--- config.mk ---
export PLATFORM = sky130hd
export DESIGN_NAME = pmc_event_counter
export DESIGN_NICKNAME = d
export VERILOG_FILES = /design/src/rtl/pmc_pkg.sv /design/src/rtl/pmc_sel_reg.sv /design/src/rtl/pmc_event_match.sv /design/src/rtl/pmc_counter.sv /design/src/rtl/pmc_event_counter.sv
export SDC_FILE = /design/constraint.sdc
export NUM_CORES = 1
export LEC_CHECK = 0
export BUFFER_PORTS_ARGS = -buffer_cell sky130_fd_sc_hd__clkbuf_2
export CORE_AREA = 2 2 121 123
export CTS_CLUSTER_SIZE = 30
export DETAILED_ROUTE_END_ITERATION = 7
export DIE_AREA = 0 0 123 125
export PLACE_DENSITY_LB_ADDON = 0.12
export SLEW_MARGIN = 30
export SYNTH_ARGS = -nofsm -noshare
export SYNTH_HDL_FRONTEND = slang
export SYNTH_SLANG_ARGS = --single-unit
--- constraint.sdc ---
create_clock -name clk -period 3.7 [get_ports clk]
set_clock_uncertainty 0.2 [all_clocks]
set_input_delay 0.37 -clock clk [delete_from_list [all_inputs] [get_ports clk]]
set_output_delay 0.37 -clock clk [all_outputs]
set_load 0.01 [all_outputs]
--- src/rtl/pmc_pkg.sv ---
package pmc_pkg;

    localparam int CLS_W    = 4;
    localparam int MASK_W   = 20;
    localparam int MASK_LSB = 5;
    localparam int NUM_CLS  = 6;
    localparam int SEL_W    = 32;
    localparam int CNT_W    = 64;
    localparam int EVT_W    = NUM_CLS * MASK_W;
    localparam int SEL_TOP  = MASK_LSB + MASK_W - 1;

    typedef enum logic [CLS_W-1:0] {
        CLS_RETIRE = 4'd0,
        CLS_FLOW   = 4'd1,
        CLS_CACHE  = 4'd2,
        CLS_STALL  = 4'd3,
        CLS_MISC   = 4'd4,
        CLS_LAT    = 4'd5
    } cls_e;

    // Selector fields, upper field first so the struct maps onto bits SEL_TOP:1
    typedef struct packed {
        logic [MASK_W-1:0] mask;
        logic [CLS_W-1:0]  cls;
    } sel_t;

    // Writable bits of the selector word
    localparam logic [SEL_W-1:0] SEL_WR_MASK =
        {{(SEL_W-SEL_TOP-1){1'b0}}, {(SEL_TOP){1'b1}}, 1'b0};

    // Mask bits that a class defines; index 0 corresponds to selector bit MASK_LSB
    function automatic logic [MASK_W-1:0] legal_mask(input logic [CLS_W-1:0] c);
        logic [MASK_W-1:0] m;
        m = '0;
        case (c)
            CLS_RETIRE: m = '1;
            CLS_FLOW,
            CLS_CACHE:  for (int i = 0; i < 6; i++) m[i] = 1'b1;
            CLS_STALL:  for (int i = 1; i < 4; i++) m[i] = 1'b1;
            CLS_MISC:   for (int i = 0; i < 2; i++) m[i] = 1'b1;
            CLS_LAT:    for (int i = 0; i < 11; i += 2) m[i] = 1'b1;
            default:    m = '0;
        endcase
        return m;
    endfunction

endpackage

--- src/rtl/pmc_sel_reg.sv ---
module pmc_sel_reg
    import pmc_pkg::*;
(
    input  logic             clk,
    input  logic             rst,
    input  logic             we,
    input  logic [SEL_W-1:0] wdata,
    output sel_t             sel,
    output logic [SEL_W-1:0] rdata
);

    logic [SEL_W-1:0] word_q;

    always_ff @(posedge clk) begin
        if (rst)
            word_q <= '0;
        else if (we)
            word_q <= wdata & SEL_WR_MASK;
    end

    assign sel   = sel_t'(word_q[SEL_TOP:1]);
    assign rdata = word_q;


    sel_reset_chk: assert property (@(posedge clk) rst |=> rdata == '0);


    sel_write_chk: assert property (@(posedge clk) disable iff (rst)
        we |=> (rdata[SEL_TOP:1] == $past(wdata[SEL_TOP:1])) && !rdata[0]
               && (rdata[SEL_W-1:SEL_TOP+1] == '0));

endmodule

--- src/rtl/pmc_event_match.sv ---
module pmc_event_match
    import pmc_pkg::*;
(
    input  sel_t             sel,
    input  logic [EVT_W-1:0] evt,
    output logic             hit
);

    logic [MASK_W-1:0] grp [NUM_CLS];
    logic [MASK_W-1:0] sel_grp;
    logic [MASK_W-1:0] bad_bits;
    logic              cls_ok;

    for (genvar g = 0; g < NUM_CLS; g++) begin : g_grp
        assign grp[g] = evt[g*MASK_W +: MASK_W];
    end

    always_comb begin
        sel_grp = '0;
        for (int i = 0; i < NUM_CLS; i++)
            if (sel.cls == CLS_W'(i))
                sel_grp = grp[i];
    end

    assign cls_ok   = sel.cls < CLS_W'(NUM_CLS);
    assign bad_bits = sel.mask & ~legal_mask(sel.cls);
    assign hit      = cls_ok && (bad_bits == '0) && |(sel.mask & sel_grp);

endmodule

--- src/rtl/pmc_counter.sv ---
module pmc_counter #(
    parameter int W = 64
) (
    input  logic         clk,
    input  logic         rst,
    input  logic         inc,
    input  logic         we,
    input  logic [W-1:0] wdata,
    output logic [W-1:0] q
);

    always_ff @(posedge clk) begin
        if (rst)
            q <= '0;
        else if (we)
            q <= wdata;
        else if (inc)
            q <= q + W'(1);
    end


    cnt_reset_chk: assert property (@(posedge clk) rst |=> q == '0);


    cnt_wr_priority_chk: assert property (@(posedge clk) disable iff (rst)
        we |=> q == $past(wdata));


    cnt_step_chk: assert property (@(posedge clk) disable iff (rst)
        (inc && !we) |=> q == $past(q) + W'(1));


    cnt_hold_chk: assert property (@(posedge clk) disable iff (rst)
        (!inc && !we) |=> $stable(q));

endmodule

--- src/rtl/pmc_event_counter.sv ---
module pmc_event_counter
    import pmc_pkg::*;
(
    input  logic             clk,
    input  logic             rst,
    input  logic             sel_we,
    input  logic [SEL_W-1:0] sel_wdata,
    output logic [SEL_W-1:0] sel_rdata,
    input  logic             cnt_we,
    input  logic [CNT_W-1:0] cnt_wdata,
    output logic [CNT_W-1:0] cnt_rdata,
    input  logic [EVT_W-1:0] evt_strobe
);

    sel_t sel;
    logic hit;

    pmc_sel_reg u_sel (
        .clk   (clk),
        .rst   (rst),
        .we    (sel_we),
        .wdata (sel_wdata),
        .sel   (sel),
        .rdata (sel_rdata)
    );

    pmc_event_match u_match (
        .sel (sel),
        .evt (evt_strobe),
        .hit (hit)
    );

    pmc_counter #(.W(CNT_W)) u_cnt (
        .clk   (clk),
        .rst   (rst),
        .inc   (hit),
        .we    (cnt_we),
        .wdata (cnt_wdata),
        .q     (cnt_rdata)
    );


    undef_class_chk: assert property (@(posedge clk) disable iff (rst)
        (sel_rdata[4:1] >= CLS_W'(NUM_CLS) && !cnt_we) |=> $stable(cnt_rdata));


    undef_bits_chk: assert property (@(posedge clk) disable iff (rst)
        ((sel_rdata[SEL_TOP:MASK_LSB] & ~legal_mask(sel_rdata[4:1])) != '0 && !cnt_we)
        |=> $stable(cnt_rdata));


    no_event_chk: assert property (@(posedge clk) disable iff (rst)
        (sel_rdata[SEL_TOP:MASK_LSB] == '0 && !cnt_we) |=> $stable(cnt_rdata));


    single_step_chk: assert property (@(posedge clk) disable iff (rst)
        !cnt_we |=> (cnt_rdata - $past(cnt_rdata)) <= CNT_W'(1));

endmodule

==> summary.md, run 1 <==
| Metric | Value |
|---|---|
| Max VDD drop | `0.000191 V` |
| First-pass DRT Iterations | `4` |
| Starting DRC count in detailed routing | `482` |
| Via Count | `7110` |
| CTS root buf | `clkbuf_16` |
| Fin. max-slew vios | `0` |
| Final setup viols | `0` |
| Min Tclk post-route | `3.43 ns` |
| Headroom to the max-slew limit | `44.3%` |
| Core area | `14200 µm²` |
| Post-CTS setup-driven buffer insertion count | `0` |
| Share of cells above drive strength 1 | `36.4%` |
| Row Count | `44` |
| Number of synthesized flops with an enable pin | `0` |
| Post-synth top area share | `27.1%` |
| Post-DP HPWL | `17.0 mm` |
| Post-synthesis sequential area ratio | `27.1%` |
| Die area | `15400 µm²` |
| Worst-path clk slew | `0.07 ns` |
| Ys async rst share | `0%` |
| CP Cell Sequence | `buf_4 -> mux4_2 -> a32oi_1 -> and3_1 -> and4b_4 -> a21oi_4 -> buf_12 -> and4_1 -> a2111oi_1` |
| Most used DFF post-synth | `dfxtp_1` |
| Crit end category | `flop` |
| Synth warn | `0` |
| Total GRT Usage | `27.8%` |
| RR Startpoint | `u_sel.rdata[1]$_SDFFE_PP0P_` |
| Synthesized cell area | `6490 µm²` |
| CTS tree | `done` |
| Outcome | `finished clean` |
| Area Growth Syn to Fin | `28.5%` |
| Leakage | `3.65 nW` |
| Min-Delay Path Depth | `3` |
| RSZ-0062 raised after global routing | `no` |
| Post_cts resized | `0` |
| IO Pins | `316` |
| Reg-to-Reg End | `u_cnt.q[60]$_SDFFE_PP0P_` |
| Clk_lat worst skew | `0.34 ns` |
| CP max stage delay | `0.54 ns` |
| Hold_buf cts | `0` |
| Tcrit/Tclk final | `92.8%` |
| TNS Setup | `0 ns` |
| Final Routed Wirelength | `22.4 mm` |
| Die span in x | `123 µm` |
| CP Class | `reg2reg` |
| FF-to-FF path depth | `9` |
| Most numerous cell in the Yosys netlist | `dfxtp_1` |
| First-pass GRT wire length | `34.0 mm` |
| Required time worst endpoint | `3.73 ns` |
| Global placement routability congestion | `0.905` |
| # port buffers | `299` |
| CP Max Fanout | `28` |
| Total power | `0.00263 W` |
| Starting Density | `45.7%` |
| Top achievable clock speed | `291 MHz` |
| Synth area leaders | `dfxtp_1, mux2i_1, a211oi_1, nor2_1, and4_1` |
| Vias per inst | `5.76` |
| PwrDens | `315 nW/µm²` |
| Final hold vios | `0` |
| Biggest area consumer among synthesized cells | `dfxtp_1` |
| H-tree Lvls | `3` |
| Pin count of the biggest net entering global routing | `74` |
| Synthesized area per cell | `8.43 µm²` |
| Routed WL per cell | `18.1 µm` |
| Final hold slack | `0.0534 ns` |
| Synth cell types | `85` |
| Clk buf depth | `2` |
| TritonCTS buffer count | `9` |
| Flop2flop setup slack | `0.27 ns` |
| Max cap viols | `0` |
| Slew at the pin closest to its max-slew limit | `0.835 ns` |
| Critical Path AT | `3.46 ns` |
| Via count of the first global-routing pass | `6586` |
| Placed insts | `1216` |
| Slowest-stage cell, CP | `mux4_2` |
| Cell count after synthesis | `770` |
| Critical path startpoint | `u_sel.rdata[1]$_SDFFE_PP0P_` |
| CP endpoint | `u_cnt.q[60]$_SDFFE_PP0P_` |
| Final std cells w/o fill | `1234` |
| # nets final | `1264` |
| Critical path startpoint category | `flop` |
| Final antenna-violating net count | `0` |
| Die Span Y | `125 µm` |
| Hold Path Class | `in2reg` |
| Clock sink count | `88` |
| DRC | `0` |
| Post-synth top cells | `dfxtp_1, nor2_1, mux2i_1` |
| Initial antenna violation count | `2` |
| Yosys reg bits | `88` |
| Global route overflow | `0` |
-- power breakdown --
group | switching (W) | internal [W] | total [W]
logic | 0.000368 | 0.000312 | 0.000680
registers | 0.0000985 | 0.00101 | 0.00111
clock network | 0.000387 | 0.000452 | 0.000839
total | 0.000853 | 0.00178 | 0.00263
-- logic make-up after synthesis --
logic type      synth area share (%)
compound gates                  26.9
other cells                   0.0578
buf+inv                         8.61
xor+xnor                        2.29
flops                           27.1
simple gates                    25.4
fa+ha+maj                      0.193
mux                             9.39
-- layer usage --
metal  share of wire [%]  global-route usage, %  vias up
met5                   0                      0        -
met4                 3.6                   13.0        0
met3                 7.5                   5.06       51
met2                  51                   48.7      286
met1                  38                   32.3     3263
li1                    -                      -     3510
-- state kept, by name (all words and copies together) (netlist names) --
signal / count
u_cnt.q: 64
u_sel.rdata: 24
-- critical path, delay by kind of cell (launching register included) --
kind	cells	cell delay, ns
AOI/OAI and AO/OA	3	0.70
muxes	1	0.54
and+or+nand+nor	3	0.82
buffers and inverters	2	0.55
DFF	1	0.50
-- layout by cell type, fill, tap and decap left out, drive strengths merged, types with 13 or more instances in the layout --
master   count
nor3        13
a211oi      46
a2111oi     23
nand3       25
nand2       38
and4        27
o21ai       33
and3        25
a21oi       18
nand4       22
clkbuf     309
mux2i       44
dfxtp       88
buf         26
xnor2       17
nor4        14
inv         41
nor2        65
-- stage by stage --
stage                     setup WS (ns)  area (µm²)  util [%]
after floorplan                   0.658        6520         -
after global placement            0.306        8080      56.9
after detailed placement          0.282        8080      56.9
after CTS                         0.247        8340      58.7
after global routing             0.0371        8340      58.7
final                             0.267        8350      58.8
-- how the worst min path moves through the flow --
stage / from / end / slack, ns
5_1_grt: cnt_wdata[23] / u_cnt.q[23]$_SDFFE_PP0P_ / 0.06
3_5_place_dp: u_sel.rdata[24]$_SDFFE_PP0P_ / u_sel.rdata[24]$_SDFFE_PP0P_ / 0.34
6_report: cnt_wdata[43] / u_cnt.q[43]$_SDFFE_PP0P_ / 0.05
2_1_floorplan: cnt_wdata[51] / u_cnt.q[51]$_SDFFE_PP0P_ / 0.28
3_3_place_gp: u_sel.rdata[24]$_SDFFE_PP0P_ / u_sel.rdata[24]$_SDFFE_PP0P_ / 0.34
4_1_cts: cnt_wdata[45] / u_cnt.q[45]$_SDFFE_PP0P_ / 0.04
-- layout make-up --
cell class	instances	area, µm²
Antenna cell	2	5.00
Clock buffer	10	229
Clock inverter	6	36.3
Fill cell	1415	5860
Inverter	41	154
Multi-Input combinational cell	578	4200
Sequential cell	88	1760
Tap cell	184	230
Timing Repair Buffer	325	1730
(Power assumes the default switching activity.)
==> run 2, diff against run 1 <==
- ABC_AREA: unset -> 1
- CORE_AREA: 2 2 121 123 -> unset
- CORE_UTILIZATION: unset -> 49
- DIE_AREA: 0 0 123 125 -> unset
==> summary.md, run 2 <==
| Metric | Value |
|---|---|
| Most flops, register | `u_cnt.q (unchanged)` |
| Via Count | `9402 (was 7110)` |
| Clk buf depth | `2 (unchanged)` |
| Tcrit/Tclk final | `87.1% (was 92.8%)` |
| Vias per inst | `5.57 (was 5.76)` |
| Most used DFF post-synth | `dfxtp_1 (unchanged)` |
| Most frequent CP cell | `nand2_1` |
| Biggest area consumer among synthesized cells | `dfxtp_1 (unchanged)` |
| CTS root buf | `clkbuf_16 (unchanged)` |
| Area Growth Syn to Fin | `25.6% (was 28.5%)` |
| Most numerous cell in the Yosys netlist | `nand2_1 (was dfxtp_1)` |
| Final hold slack | `0.0522 ns (was 0.0534 ns)` |
| Max cap viols | `0 (unchanged)` |
| Core area | `14000 µm² (was 14200 µm²)` |
| CP max stage delay | `0.50 ns (was 0.54 ns)` |
| # port buffers | `299 (unchanged)` |
| Headroom to the max-slew limit | `41.2% (was 44.3%)` |
| Critical path startpoint category | `flop (unchanged)` |
| Most frequent cells in the layout | `nand2_1, clkbuf_2, nand3_1 (was clkbuf_2, dfxtp_1, nor2_1)` |
| Max VDD drop | `0.000315 V (was 0.000191 V)` |
| Global placement routability congestion | `0.999 (was 0.905)` |
| Die Span Y | `123 µm (was 125 µm)` |
| H-tree Lvls | `3 (unchanged)` |
| Post-synth top area share | `24.7% (was 27.1%)` |
| CP Cell Sequence | `inv_1 -> nor2_2 -> nand2_2 -> o21ai_0 -> inv_1 -> nand2_1 -> nand2_1 -> nor2_1 -> nand2_1 -> nor2_1 -> nand2_1 -> nand2_2 -> nand2_2 -> buf_12 -> nand2_1 -> a21oi_1 (was buf_4 -> mux4_2 -> a32oi_1 -> and3_1 -> and4b_4 -> a21oi_4 -> buf_12 -> and4_1 -> a2111oi_1)` |
| Synthesized cell area | `7140 µm² (was 6490 µm²)` |
| RR Startpoint | `u_sel.rdata[3]$_SDFFE_PP0P_ (was u_sel.rdata[1]$_SDFFE_PP0P_)` |
| Post-synth top cells | `nand2_1, nand3_1, a21oi_1 (was dfxtp_1, nor2_1, mux2i_1)` |
| Synth area leaders | `dfxtp_1, nand2_1, nand3_1, a21oi_1, nor2_1 (was dfxtp_1, mux2i_1, a211oi_1, nor2_1, and4_1)` |
| First-pass GRT wire length | `44.5 mm (was 34.0 mm)` |
| Post-synthesis xor/xnor area fraction | `5.28% (was 2.29%)` |
| Die area | `15000 µm² (was 15400 µm²)` |
| Critical path startpoint | `u_sel.rdata[3]$_SDFFE_PP0P_ (was u_sel.rdata[1]$_SDFFE_PP0P_)` |
| Simple-gate portion of the synthesized area | `48.3% (was 25.4%)` |
| Largest family of logic cells by synthesized area | `simple AND/OR/NAND/NOR gates (was compound AO/OA/AOI/OAI gates)` |
| Max FFs per register | `64 (unchanged)` |
| Via count of the first global-routing pass | `8382 (was 6586)` |
| Hold_buf cts | `0 (unchanged)` |
| Worst-path clk slew | `0.07 ns (about the same)` |
| Final setup viols | `0 (unchanged)` |
| TritonCTS buffer count | `9 (unchanged)` |
| Synth warn | `0 (unchanged)` |
| Buffers & Inverters on Critical Path | `3 (was 2)` |
| Crit end category | `flop (unchanged)` |
| Global route overflow | `0 (unchanged)` |
| First-pass DRT Iterations | `5 (was 4)` |
| Clk_lat worst skew | `0.34 ns (about the same)` |
| Hold Path Class | `in2reg (unchanged)` |
| CTS tree | `done (unchanged)` |
| # nets final | `1724 (was 1264)` |
| Leakage | `4.20 nW (was 3.65 nW)` |
| Top achievable clock speed | `310 MHz (was 291 MHz)` |
| Critical Path AT | `3.25 ns (was 3.46 ns)` |
| PwrDens | `308 nW/µm² (was 315 nW/µm²)` |
| Synth cell types | `34 (was 85)` |
| Initial antenna violation count | `0 (was 2)` |
| Starting DRC count in detailed routing | `888 (was 482)` |
| Final std cells w/o fill | `1688 (was 1234)` |
| Yosys reg bits | `88 (unchanged)` |
| Slew at the pin closest to its max-slew limit | `0.882 ns (was 0.835 ns)` |
| Outcome | `finished clean (unchanged)` |
| Cell count after synthesis | `1245 (was 770)` |
| Antenna diodes | `0 (was 2)` |
| Post-CTS setup-driven buffer insertion count | `0 (unchanged)` |
| Starting Density | `50.8% (was 45.7%)` |
| IO Pins | `316 (unchanged)` |
| Commonest non-fill, non-tap cell in the layout | `nand2_1 (was clkbuf_2)` |
| Placed insts | `1672 (was 1216)` |
| Total GRT Usage | `38.5% (was 27.8%)` |
| Clock sink count | `88 (unchanged)` |
| Slowest-stage cell, CP | `dfxtp_1 (was mux4_2)` |
| Fin. max-slew vios | `0 (unchanged)` |
| CP Max Fanout | `27 (was 28)` |
| Die span in x | `123 µm (about the same)` |
| Flop2flop setup slack | `0.48 ns (was 0.27 ns)` |
| Final antenna-violating net count | `0 (unchanged)` |
| Number of synthesized flops with an enable pin | `0 (unchanged)` |
| Synthesized area per cell | `5.73 µm² (was 8.43 µm²)` |
| Routed WL per cell | `17.1 µm (was 18.1 µm)` |
| Synth Area in Adders | `0.175% (was 0.193%)` |
| TNS Setup | `0 ns (unchanged)` |
| Hold wc startpoint | `sel_wdata[13] (was cnt_wdata[43])` |
| Top Family by Delay on Critical Path | `simple AND/OR/NAND/NOR gates (unchanged)` |
| Mux contribution to synthesized area | `0% (was 9.39%)` |
| Row Count | `43 (was 44)` |
| Final hold vios | `0 (unchanged)` |
| Share of cells above drive strength 1 | `23.8% (was 36.4%)` |
| Min Tclk post-route | `3.22 ns (was 3.43 ns)` |
| Post-synthesis compound-gate area fraction | `12.2% (was 26.9%)` |
| RSZ-0062 raised after global routing | `no (unchanged)` |
| DRC | `0 (unchanged)` |
| Post-DP HPWL | `22.5 mm (was 17.0 mm)` |
| Pin count of the biggest net entering global routing | `84 (was 74)` |
| DP Worst Slack | `0.216 ns (was 0.282 ns)` |
| Post-synthesis sequential area ratio | `24.7% (was 27.1%)` |
| Setup slack after layout | `0.475 ns (was 0.267 ns)` |
| Required time worst endpoint | `3.72 ns (was 3.73 ns)` |
| CP Class | `reg2reg (unchanged)` |
| Final Routed Wirelength | `28.8 mm (was 22.4 mm)` |
| Ys async rst share | `0% (unchanged)` |
## run 2: cell types whose count changed in the layout (fill, tap and decap cells not counted), sizes merged, moves of 24 or more
| cell | change |
|---|---|
| nand2 | +398 |
| nand3 | +143 |
| a21oi | +85 |
| mux2i | -44 |
| nor2 | +44 |
| a211oi | -41 |
| inv | +36 |
| and4 | -27 |
| and3 | -25 |
| xor2 | +24 |
## run 2: power by group
group	switching [W]	total, W	internal [W]
sequential	0.000118	0.00113	0.00101
clock	0.000401	0.000894	0.000493
combinational	0.000445	0.000740	0.000295
## run 2: path summary, 6_finish.rpt
| kind | to | cells after the start |
|---|---|---|
| worst min register to register | u_sel.rdata[19]$_SDFFE_PP0P_ | 2 |
| worst max register to register | u_cnt.q[16]$_SDFFE_PP0P_ | 16 |
| worst max-delay path | u_cnt.q[16]$_SDFFE_PP0P_ | 16 |
| worst min-delay path | u_sel.rdata[13]$_SDFFE_PP0P_ | 3 |
## run 2: per-layer routing
metal / vias to the layer above / GRT usage [%] / part of all wire [%]
li1: 4589 / - / -
met1: 4236 / 51.9 / 42
met2: 516 / 59.8 / 44
met3: 61 / 8.46 / 10
met4: 0 / 13.8 / 3.2
met5: - / 0 / 0
## run 2: cells by family after synthesis
| family | count (synthesis) |
|---|---|
| AND/OR/NAND/NOR | 795 |
| AO/OA/AOI/OAI | 166 |
| buffers and inverters | 151 |
| flip-flops | 88 |
| XOR/XNOR | 43 |
| adder cells (fa/ha/maj) | 1 |
| other | 1 |
## run 2: timing repair
action                                 4_1_cts  5_1_grt
endpoints found under the hold margin        0        0
setup endpoints to repair                    0       64
resized for setup                            0        3
## run 2: cell type report
type,count,area (µm²)
Tap cell,180,225
Clock buffer,12,256
Clock inverter,4,28.8
Multi-Input combinational cell,1013,4730
Fill cell,1455,5080
Sequential cell,88,1760
Inverter,80,304
Timing Repair Buffer,311,1650
## run 2: metrics by stage
stage | cell area, µm² | utilization [%] | total power [W]
floorplan | 7160 | - | 0.00157
global placement | 8670 | 61.7 | 0.00187
detailed placement | 8670 | 61.7 | 0.00188
CTS | 8950 | 63.8 | 0.00276
global route | 8960 | 63.8 | 0.00290
finish | 8960 | 63.8 | 0.00276
## run 2: worst register-to-register path, stage by stage, from the launching register on
cell     delay, ns
dfxtp_1       0.50
inv_1         0.11
nor2_2        0.18
nand2_2       0.27
o21ai_0       0.40
inv_1         0.10
nand2_1       0.08
nand2_1       0.05
nor2_1        0.11
nand2_1       0.08
nor2_1        0.09
nand2_1       0.08
nand2_2       0.08
nand2_2       0.29
buf_12        0.32
nand2_1       0.10
a21oi_1       0.06
